===== config.mk =====
export PLATFORM = sky130hd
export DESIGN_NAME = wdg_top
export DESIGN_NICKNAME = d
export VERILOG_FILES = /design/src/rtl/wdg_pkg.sv /design/src/rtl/wdg_regfile.sv /design/src/rtl/wdg_core.sv /design/src/rtl/wdg_alarm.sv /design/src/rtl/wdg_top.sv
export SDC_FILE = /design/constraint.sdc
export NUM_CORES = 1
export LEC_CHECK = 0
export BUFFER_PORTS_ARGS = -buffer_cell sky130_fd_sc_hd__buf_2
export CAP_MARGIN = 20
export CORE_MARGIN = 2
export CORE_UTILIZATION = 39
export CTS_BUF_LIST = sky130_fd_sc_hd__clkbuf_16
export DETAILED_ROUTE_END_ITERATION = 6
export MAX_ROUTING_LAYER = met4
export PLACE_DENSITY = 0.59
export REMOVE_ABC_BUFFERS = 1
export SLEW_MARGIN = 40
export SYNTH_ARGS = -nofsm -noshare
export SYNTH_HDL_FRONTEND = slang
export SYNTH_SLANG_ARGS = --single-unit

===== constraint.sdc =====
create_clock -name clk -period 3.5 [get_ports clk]
set_input_delay 0.35 -clock clk [delete_from_list [all_inputs] [get_ports clk]]
set_output_delay 0.35 -clock clk [all_outputs]
set_load 0.02 [all_outputs]

===== src/rtl/wdg_pkg.sv =====
package wdg_pkg;

    // FSM states of the countdown sequencer
    typedef enum logic [1:0] {
        ST_IDLE    = 2'd0,
        ST_RUN     = 2'd1,
        ST_EXPIRED = 2'd2
    } wdg_state_e;

    // control word, bit 5 down to bit 0
    typedef struct packed {
        logic scope_full;   // bit 5
        logic tick_sel;     // bit 4
        logic ext_en;       // bit 3
        logic irq_en;       // bit 2
        logic rst_en;       // bit 1
        logic run_en;       // bit 0
    } wdg_ctrl_t;

    localparam int unsigned CTRL_W = $bits(wdg_ctrl_t);

    // word index (address bits 3:2)
    localparam logic [1:0] IDX_STATUS = 2'd0;
    localparam logic [1:0] IDX_RELOAD = 2'd1;
    localparam logic [1:0] IDX_KICK   = 2'd2;
    localparam logic [1:0] IDX_CTRL   = 2'd3;

    // level alarm lanes
    localparam int unsigned LANE_IRQ = 0;
    localparam int unsigned LANE_EXT = 1;
    localparam int unsigned N_LANES  = 2;

endpackage


===== src/rtl/wdg_regfile.sv =====
module wdg_regfile
    import wdg_pkg::*;
#(
    parameter int unsigned CNT_W   = 32,
    parameter int unsigned KEY_W   = 16,
    parameter logic [KEY_W-1:0] KEY_VAL = 16'h4755
) (
    input  logic             clk,
    input  logic             rst_n,
    input  logic             bus_sel,
    input  logic             bus_wr,
    input  logic [3:0]       bus_addr,
    input  logic [CNT_W-1:0] bus_wdata,
    input  logic [CNT_W-1:0] cnt,
    output wdg_ctrl_t        ctrl_q,
    output logic [CNT_W-1:0] reload_q,
    output logic             kick,
    output logic             ctrl_off,
    output logic [CNT_W-1:0] bus_rdata
);

    localparam logic [CNT_W-1:0] KEY_WORD = {{(CNT_W-KEY_W){1'b0}}, KEY_VAL};

    logic       aligned;
    logic [1:0] idx;
    logic       wr_hit;
    logic       rd_hit;

    assign aligned = (bus_addr[1:0] == 2'b00);
    assign idx     = bus_addr[3:2];
    assign wr_hit  = bus_sel && bus_wr && aligned;
    assign rd_hit  = bus_sel && !bus_wr && aligned;

    // restart key: full-word exact match only
    assign kick     = wr_hit && (idx == IDX_KICK) && (bus_wdata == KEY_WORD);
    // control write that turns counting off
    assign ctrl_off = wr_hit && (idx == IDX_CTRL) && !bus_wdata[0];

    always_ff @(posedge clk or negedge rst_n) begin
        if (!rst_n) begin
            ctrl_q   <= '0;
            reload_q <= '1;
        end else if (wr_hit) begin
            if (idx == IDX_CTRL) begin
                ctrl_q <= wdg_ctrl_t'(bus_wdata[CTRL_W-1:0]);
            end
            if (idx == IDX_RELOAD) begin
                reload_q <= bus_wdata;
            end
        end
    end

    always_comb begin
        bus_rdata = '0;
        if (rd_hit) begin
            unique case (idx)
                IDX_STATUS: bus_rdata = cnt;
                IDX_RELOAD: bus_rdata = reload_q;
                IDX_KICK:   bus_rdata = '0;
                IDX_CTRL:   bus_rdata = {{(CNT_W-CTRL_W){1'b0}}, ctrl_q};
                default:    bus_rdata = '0;
            endcase
        end
    end

endmodule


===== src/rtl/wdg_core.sv =====
module wdg_core
    import wdg_pkg::*;
#(
    parameter int unsigned CNT_W = 32
) (
    input  logic             clk,
    input  logic             rst_n,
    input  wdg_ctrl_t        ctrl_q,
    input  logic             tick_1us,
    input  logic             kick,
    input  logic             ctrl_off,
    input  logic [CNT_W-1:0] reload_q,
    output logic [CNT_W-1:0] cnt_q,
    output logic             expire
);

    localparam logic [CNT_W-1:0] ONE = {{(CNT_W-1){1'b0}}, 1'b1};

    wdg_state_e state_q;
    wdg_state_e state_d;
    logic       step;
    logic       dec;

    // decrement source: bus clock or external tick
    assign step   = ctrl_q.tick_sel ? tick_1us : 1'b1;
    assign dec    = (state_q == ST_RUN) && ctrl_q.run_en && step && (cnt_q != '0);
    assign expire = dec && (cnt_q == ONE) && !kick && !ctrl_off;

    // state register
    always_ff @(posedge clk or negedge rst_n) begin
        if (!rst_n) begin
            state_q <= ST_IDLE;
        end else begin
            state_q <= state_d;
        end
    end

    // next-state logic
    always_comb begin
        state_d = state_q;
        unique case (state_q)
            ST_IDLE: begin
                if (ctrl_q.run_en) state_d = ST_RUN;
            end
            ST_RUN: begin
                if (!ctrl_q.run_en)  state_d = ST_IDLE;
                else if (expire)     state_d = ST_EXPIRED;
            end
            ST_EXPIRED: begin
                if (!ctrl_q.run_en)  state_d = ST_IDLE;
                else if (kick)       state_d = ST_RUN;
            end
            default: state_d = ST_IDLE;
        endcase
    end

    // counter: key reload has priority over decrement
    always_ff @(posedge clk or negedge rst_n) begin
        if (!rst_n) begin
            cnt_q <= '1;
        end else if (kick) begin
            cnt_q <= reload_q;
        end else if (dec) begin
            cnt_q <= cnt_q - ONE;
        end
    end

endmodule


===== src/rtl/wdg_alarm.sv =====
module wdg_alarm
    import wdg_pkg::*;
(
    input  logic      clk,
    input  logic      rst_n,
    input  wdg_ctrl_t ctrl_q,
    input  logic      expire,
    input  logic      kick,
    input  logic      ctrl_off,
    output logic      rst_req,
    output logic      rst_full,
    output logic      irq,
    output logic      wdog_out
);

    logic                clr;
    logic [N_LANES-1:0]  lane_en;
    logic [N_LANES-1:0]  lane_q;

    assign clr = kick || ctrl_off || !ctrl_q.run_en;
    assign lane_en[LANE_IRQ] = ctrl_q.irq_en;
    assign lane_en[LANE_EXT] = ctrl_q.ext_en;

    // one-cycle reset request
    always_ff @(posedge clk or negedge rst_n) begin
        if (!rst_n) begin
            rst_req <= 1'b0;
        end else begin
            rst_req <= expire && ctrl_q.rst_en;
        end
    end

    // latched level alarms, clear wins over set
    for (genvar i = 0; i < N_LANES; i++) begin : g_lane
        always_ff @(posedge clk or negedge rst_n) begin
            if (!rst_n) begin
                lane_q[i] <= 1'b0;
            end else if (clr) begin
                lane_q[i] <= 1'b0;
            end else if (expire && lane_en[i]) begin
                lane_q[i] <= 1'b1;
            end
        end
    end

    assign rst_full = ctrl_q.scope_full;
    assign irq      = lane_q[LANE_IRQ];
    assign wdog_out = lane_q[LANE_EXT];

endmodule


===== src/rtl/wdg_top.sv =====
module wdg_top
    import wdg_pkg::*;
#(
    parameter int unsigned CNT_W   = 32,
    parameter int unsigned KEY_W   = 16,
    parameter logic [KEY_W-1:0] KEY_VAL = 16'h4755
) (
    input  logic        clk,
    input  logic        rst_n,
    input  logic        tick_1us,
    input  logic        bus_sel,
    input  logic        bus_wr,
    input  logic [3:0]  bus_addr,
    input  logic [31:0] bus_wdata,
    output logic [31:0] bus_rdata,
    output logic        rst_req,
    output logic        rst_full,
    output logic        irq,
    output logic        wdog_out
);

    wdg_ctrl_t        ctrl_q;
    logic [CNT_W-1:0] reload_q;
    logic [CNT_W-1:0] cnt_q;
    logic             kick;
    logic             ctrl_off;
    logic             expire;

    wdg_regfile #(
        .CNT_W  (CNT_W),
        .KEY_W  (KEY_W),
        .KEY_VAL(KEY_VAL)
    ) u_regs (
        .clk      (clk),
        .rst_n    (rst_n),
        .bus_sel  (bus_sel),
        .bus_wr   (bus_wr),
        .bus_addr (bus_addr),
        .bus_wdata(bus_wdata),
        .cnt      (cnt_q),
        .ctrl_q   (ctrl_q),
        .reload_q (reload_q),
        .kick     (kick),
        .ctrl_off (ctrl_off),
        .bus_rdata(bus_rdata)
    );

    wdg_core #(
        .CNT_W(CNT_W)
    ) u_core (
        .clk     (clk),
        .rst_n   (rst_n),
        .ctrl_q  (ctrl_q),
        .tick_1us(tick_1us),
        .kick    (kick),
        .ctrl_off(ctrl_off),
        .reload_q(reload_q),
        .cnt_q   (cnt_q),
        .expire  (expire)
    );

    wdg_alarm u_alarm (
        .clk     (clk),
        .rst_n   (rst_n),
        .ctrl_q  (ctrl_q),
        .expire  (expire),
        .kick    (kick),
        .ctrl_off(ctrl_off),
        .rst_req (rst_req),
        .rst_full(rst_full),
        .irq     (irq),
        .wdog_out(wdog_out)
    );

endmodule


==> impl_results.rst <==
.. list-table::
   :header-rows: 1

   * - Metric
     - Value
   * - Worst supply voltage drop on vdd
     - 0.000197 V
   * - Commonest non-fill, non-tap cell in the layout
     - sky130_fd_sc_hd__buf_2
   * - Pint
     - 1920 uW
   * - Area of the die
     - about 0.012 mm2
   * - Layout Cells excl Fill
     - between 600 and 700
   * - Crit Path Max Fanout
     - 9
   * - Routed length per placed instance
     - 17.9 um
   * - Unrepaired setup endpoints after global routing
     - no
   * - Initial detailed-routing violation count
     - around 170
   * - Global-route track usage on met2
     - 0.320
   * - DRC violation count after routing
     - 0
   * - Worst Setup EP
     - u_core.cnt_q[23]
   * - Sequential cell fraction of total power
     - 0.478
   * - Final HPWL DP
     - approximately 8.7 mm
   * - Number of nets in the layout
     - about 570
   * - Critical path start-end classification
     - flip-flop to flip-flop
   * - CTS resizes
     - 0
   * - Sw Ratio
     - 0.293
   * - Cell area power density
     - 507 mW/mm2
   * - Busiest metal layer after global routing
     - met2
   * - Post-Place Cells
     - 654
   * - Pin count of the biggest net entering global routing
     - 76
   * - Via count of the first global-routing pass
     - around 3800
   * - Count of final setup violators
     - 0
   * - Number of buffers inserted by hold repair at cts
     - 0
   * - Asr flop ratio synth
     - 1.00
   * - Clock Sink Count
     - 75
   * - Met1 routing resource usage after global routing
     - 0.290
   * - Transition time at the pin with the least slew margin
     - around 0.74 ns
   * - Die H
     - around 110 um
   * - Diodes inserted
     - 0
   * - Total wire length after detailed routing
     - roughly 12 mm
   * - Average via count per standard cell
     - around 5.6
   * - Final antenna-violating net count
     - 0
   * - Met3 track demand over resource
     - 0.0397
   * - R2r worst-path depth
     - 5
   * - CTS max path bufs
     - 2
   * - Warnings from Yosys
     - 0
   * - Width of the die
     - around 110 um
   * - Number of max-cap violations
     - 0
   * - Final period demand of the worst path
     - around 2.6 ns
   * - Synth Flop Type
     - sky130_fd_sc_hd__dfstp_2
   * - Reported net switching power
     - about 800 uW
   * - Yosys reg bits
     - 75
   * - Top library cells by usage in the layout, fill and taps aside
     - 76 x sky130_fd_sc_hd__buf_2, 64 x sky130_fd_sc_hd__dfstp_2, 55 x sky130_fd_sc_hd__nor2_1
   * - Critical Path Start
     - u_core.cnt_q[16]
   * - Sequential area share after synthesis
     - 0.435
   * - Mean instance size in the synthesized netlist
     - between 10 and 15 um2
   * - Overall track demand over capacity in global routing
     - 0.212
   * - Hold violation total from the final report
     - 0
   * - Clock Skews
     - ~0.0087 ns
   * - Share of the clock period used by the worst path
     - 0.740
   * - Clock-pin slew on the worst setup and hold paths
     - roughly 0.06 ns
   * - EDFF count, synth
     - 0
   * - Signal arrival time at the worst endpoint
     - between 2 and 3 ns
   * - Final estimated routing congestion in global placement
     - between 0.8 and 0.9
   * - Global-route wire length before repair
     - between 20 and 25 mm
   * - IO buf count
     - between 70 and 80
   * - Slew Viols, Final
     - 0
   * - Required time reported for the critical path endpoint
     - roughly 3.8 ns
   * - Leakage power total
     - 0.00228 uW
   * - Starting Density
     - 0.397
   * - Detailed Routing Iterations Pass 1
     - 4
   * - Synth cell types
     - 55
   * - Count of fill cells added during filler insertion
     - ~1100
   * - Worst-skew pair later-pin latency
     - approximately 0.34 ns
   * - Worst r2r src
     - u_core.cnt_q[16]
   * - Number of H-tree levels
     - 3
   * - Placeable Area
     - 0.0113 mm2
   * - Maximum clock rate
     - around 390 MHz
   * - CTS tree
     - yes
   * - Outcome
     - finished, final reports clean
   * - Syn Std Cell Area
     - around 0.0045 mm2
   * - Register-to-Register Setup Slack
     - roughly 0.91 ns
   * - Clk Tree Root Cell
     - sky130_fd_sc_hd__clkbuf_16
   * - Endpoint of the worst register-to-register path
     - u_core.cnt_q[23]
   * - Number of top-level pins
     - 77
   * - Number of buffers inserted to repair setup after CTS
     - 0
   * - CP Capture Type
     - flip-flop
   * - Num CTS Buffers
     - 9
   * - Synthesis-to-finish area growth
     - 19.2%
   * - Clock group share of total power
     - 0.333
   * - Number of standard-cell rows in the floorplan
     - 39
   * - Post-Syn Instances
     - roughly 450
   * - Min-delay worst type
     - primary input to asynchronous set/reset pin
   * - Total negative slack for setup checks
     - 0 ns
   * - Share of power burned in combinational logic
     - 0.189
   * - Routed vias
     - approximately 3800
   * - Share of post-route cells with drive strength above 1
     - 0.412
   * - Kind of launch point of the worst setup path
     - flip-flop
   * - Total global routing overflow
     - 0
   * - Number of antenna violations at the first check in global routing
     - 0
   * - Slew margin rel.
     - 0.502
## cell families after synthesis
family / after synthesis / synth area share
simple gates: 188 / 0.234
flops: 75 / 0.435
mux: 68 / 0.163
xor+xnor: 13 / 0.0253
buf+inv: 33 / 0.0281
compound gates: 66 / 0.106
fa+ha+maj: 3 / 0.00835
## through the flow
stage	instance area (um2)	power, uW	utilization	hold slack (ns)	setup slack, ns
final	5360	2720	0.473	0.117	0.909
after global routing	5360	2870	0.473	0.190	0.691
after CTS	5360	2740	0.473	0.157	0.896
after detailed placement	5070	1830	0.448	0.477	0.916
after global placement	5070	1810	0.448	0.476	0.949
after floorplan	4400	1630	-	0.0544	1.11
## how the worst min path moves through the flow
stage,startpoint,endpoint,slack [ns],depth (start not counted)
final,rst_n,u_regs.ctrl_q[5],0.12,2
after global routing,rst_n,u_regs.ctrl_q[2],0.19,2
after global placement,u_regs.reload_q[3],u_core.cnt_q[3],0.48,2
after CTS,rst_n,u_regs.ctrl_q[5],0.16,2
after floorplan,rst_n,u_alarm.irq,0.05,0
after detailed placement,u_regs.reload_q[2],u_core.cnt_q[2],0.48,2
## critical path, cell delays in order (launching register included)
cell and delay, ns:
sky130_fd_sc_hd__dfstp_2 0.39, sky130_fd_sc_hd__or4_1 0.62, sky130_fd_sc_hd__nor3b_2 0.56, sky130_fd_sc_hd__nand4_1 0.32, sky130_fd_sc_hd__or4b_1 0.53, sky130_fd_sc_hd__nand3_1 0.12
## area by class of cell
cell class | instances | area (um2) | area share
clock buffers | 9 | 225 | 0.0420
clock inverters | 7 | 58.8 | 0.0110
inverters | 9 | 33.8 | 0.00630
multi-input cells | 338 | 2410 | 0.450
flip-flops and latches | 75 | 1960 | 0.365
well taps | 143 | 179 | 0.0334
repair buffers | 89 | 494 | 0.0922
## cells in the mapped netlist, types with 3 or more instances
master	n	area share
sky130_fd_sc_hd__a21oi_1	4	0.0045
sky130_fd_sc_hd__and4_1	4	0.0078
sky130_fd_sc_hd__and3_1	3	0.0042
sky130_fd_sc_hd__xor2_1	8	0.016
sky130_fd_sc_hd__o211ai_1	9	0.015
sky130_fd_sc_hd__nor2b_1	4	0.0056
sky130_fd_sc_hd__nor4_1	13	0.018
sky130_fd_sc_hd__dfrtp_1	11	0.061
sky130_fd_sc_hd__or3_1	10	0.014
sky130_fd_sc_hd__nor2_1	55	0.046
sky130_fd_sc_hd__inv_1	9	0.0075
sky130_fd_sc_hd__nor3_1	10	0.011
sky130_fd_sc_hd__a31oi_1	8	0.011
sky130_fd_sc_hd__a22oi_1	6	0.010
sky130_fd_sc_hd__a211o_1	3	0.0058
sky130_fd_sc_hd__nand3_1	18	0.020
sky130_fd_sc_hd__o21ai_0	16	0.018
sky130_fd_sc_hd__or4_1	8	0.013
sky130_fd_sc_hd__nor4bb_1	3	0.0067
sky130_fd_sc_hd__dfstp_2	64	0.37
sky130_fd_sc_hd__o311ai_0	3	0.0058
sky130_fd_sc_hd__nand2_1	26	0.022
sky130_fd_sc_hd__ha_1	3	0.0084
sky130_fd_sc_hd__nor3b_1	3	0.0050
sky130_fd_sc_hd__mux2i_1	26	0.058
sky130_fd_sc_hd__clkbuf_1	20	0.017
sky130_fd_sc_hd__mux2_2	42	0.11
sky130_fd_sc_hd__xnor2_1	5	0.0097
sky130_fd_sc_hd__nand4_1	15	0.021
## sequential cells by signal, indices dropped and copies added (netlist names)
register,count
u_core.cnt_q,32
u_alarm.rst_req,1
u_core.state_q,2
u_regs.ctrl_q,6
u_alarm.wdog_out,1
u_regs.reload_q,32
u_alarm.irq,1
## power groups by stage
stage | Sequential (uW) | Combinational [uW] | Clock [uW]
floorplan | 1250 | 378 | 0
global placement | 1300 | 504 | 0
detailed placement | 1310 | 514 | 0
CTS | 1300 | 519 | 919
global route | 1330 | 580 | 956
finish | 1300 | 513 | 903
## metal layers
metal | vias to the layer above | share of wire
met2 | 86 | 0.46
met3 | 17 | 0.040
met5 | - | 0
met4 | 0 | 0.017
met1 | 1836 | 0.49
li1 | 1829 | -
Note: power is estimated with default switching activity, not from simulation.
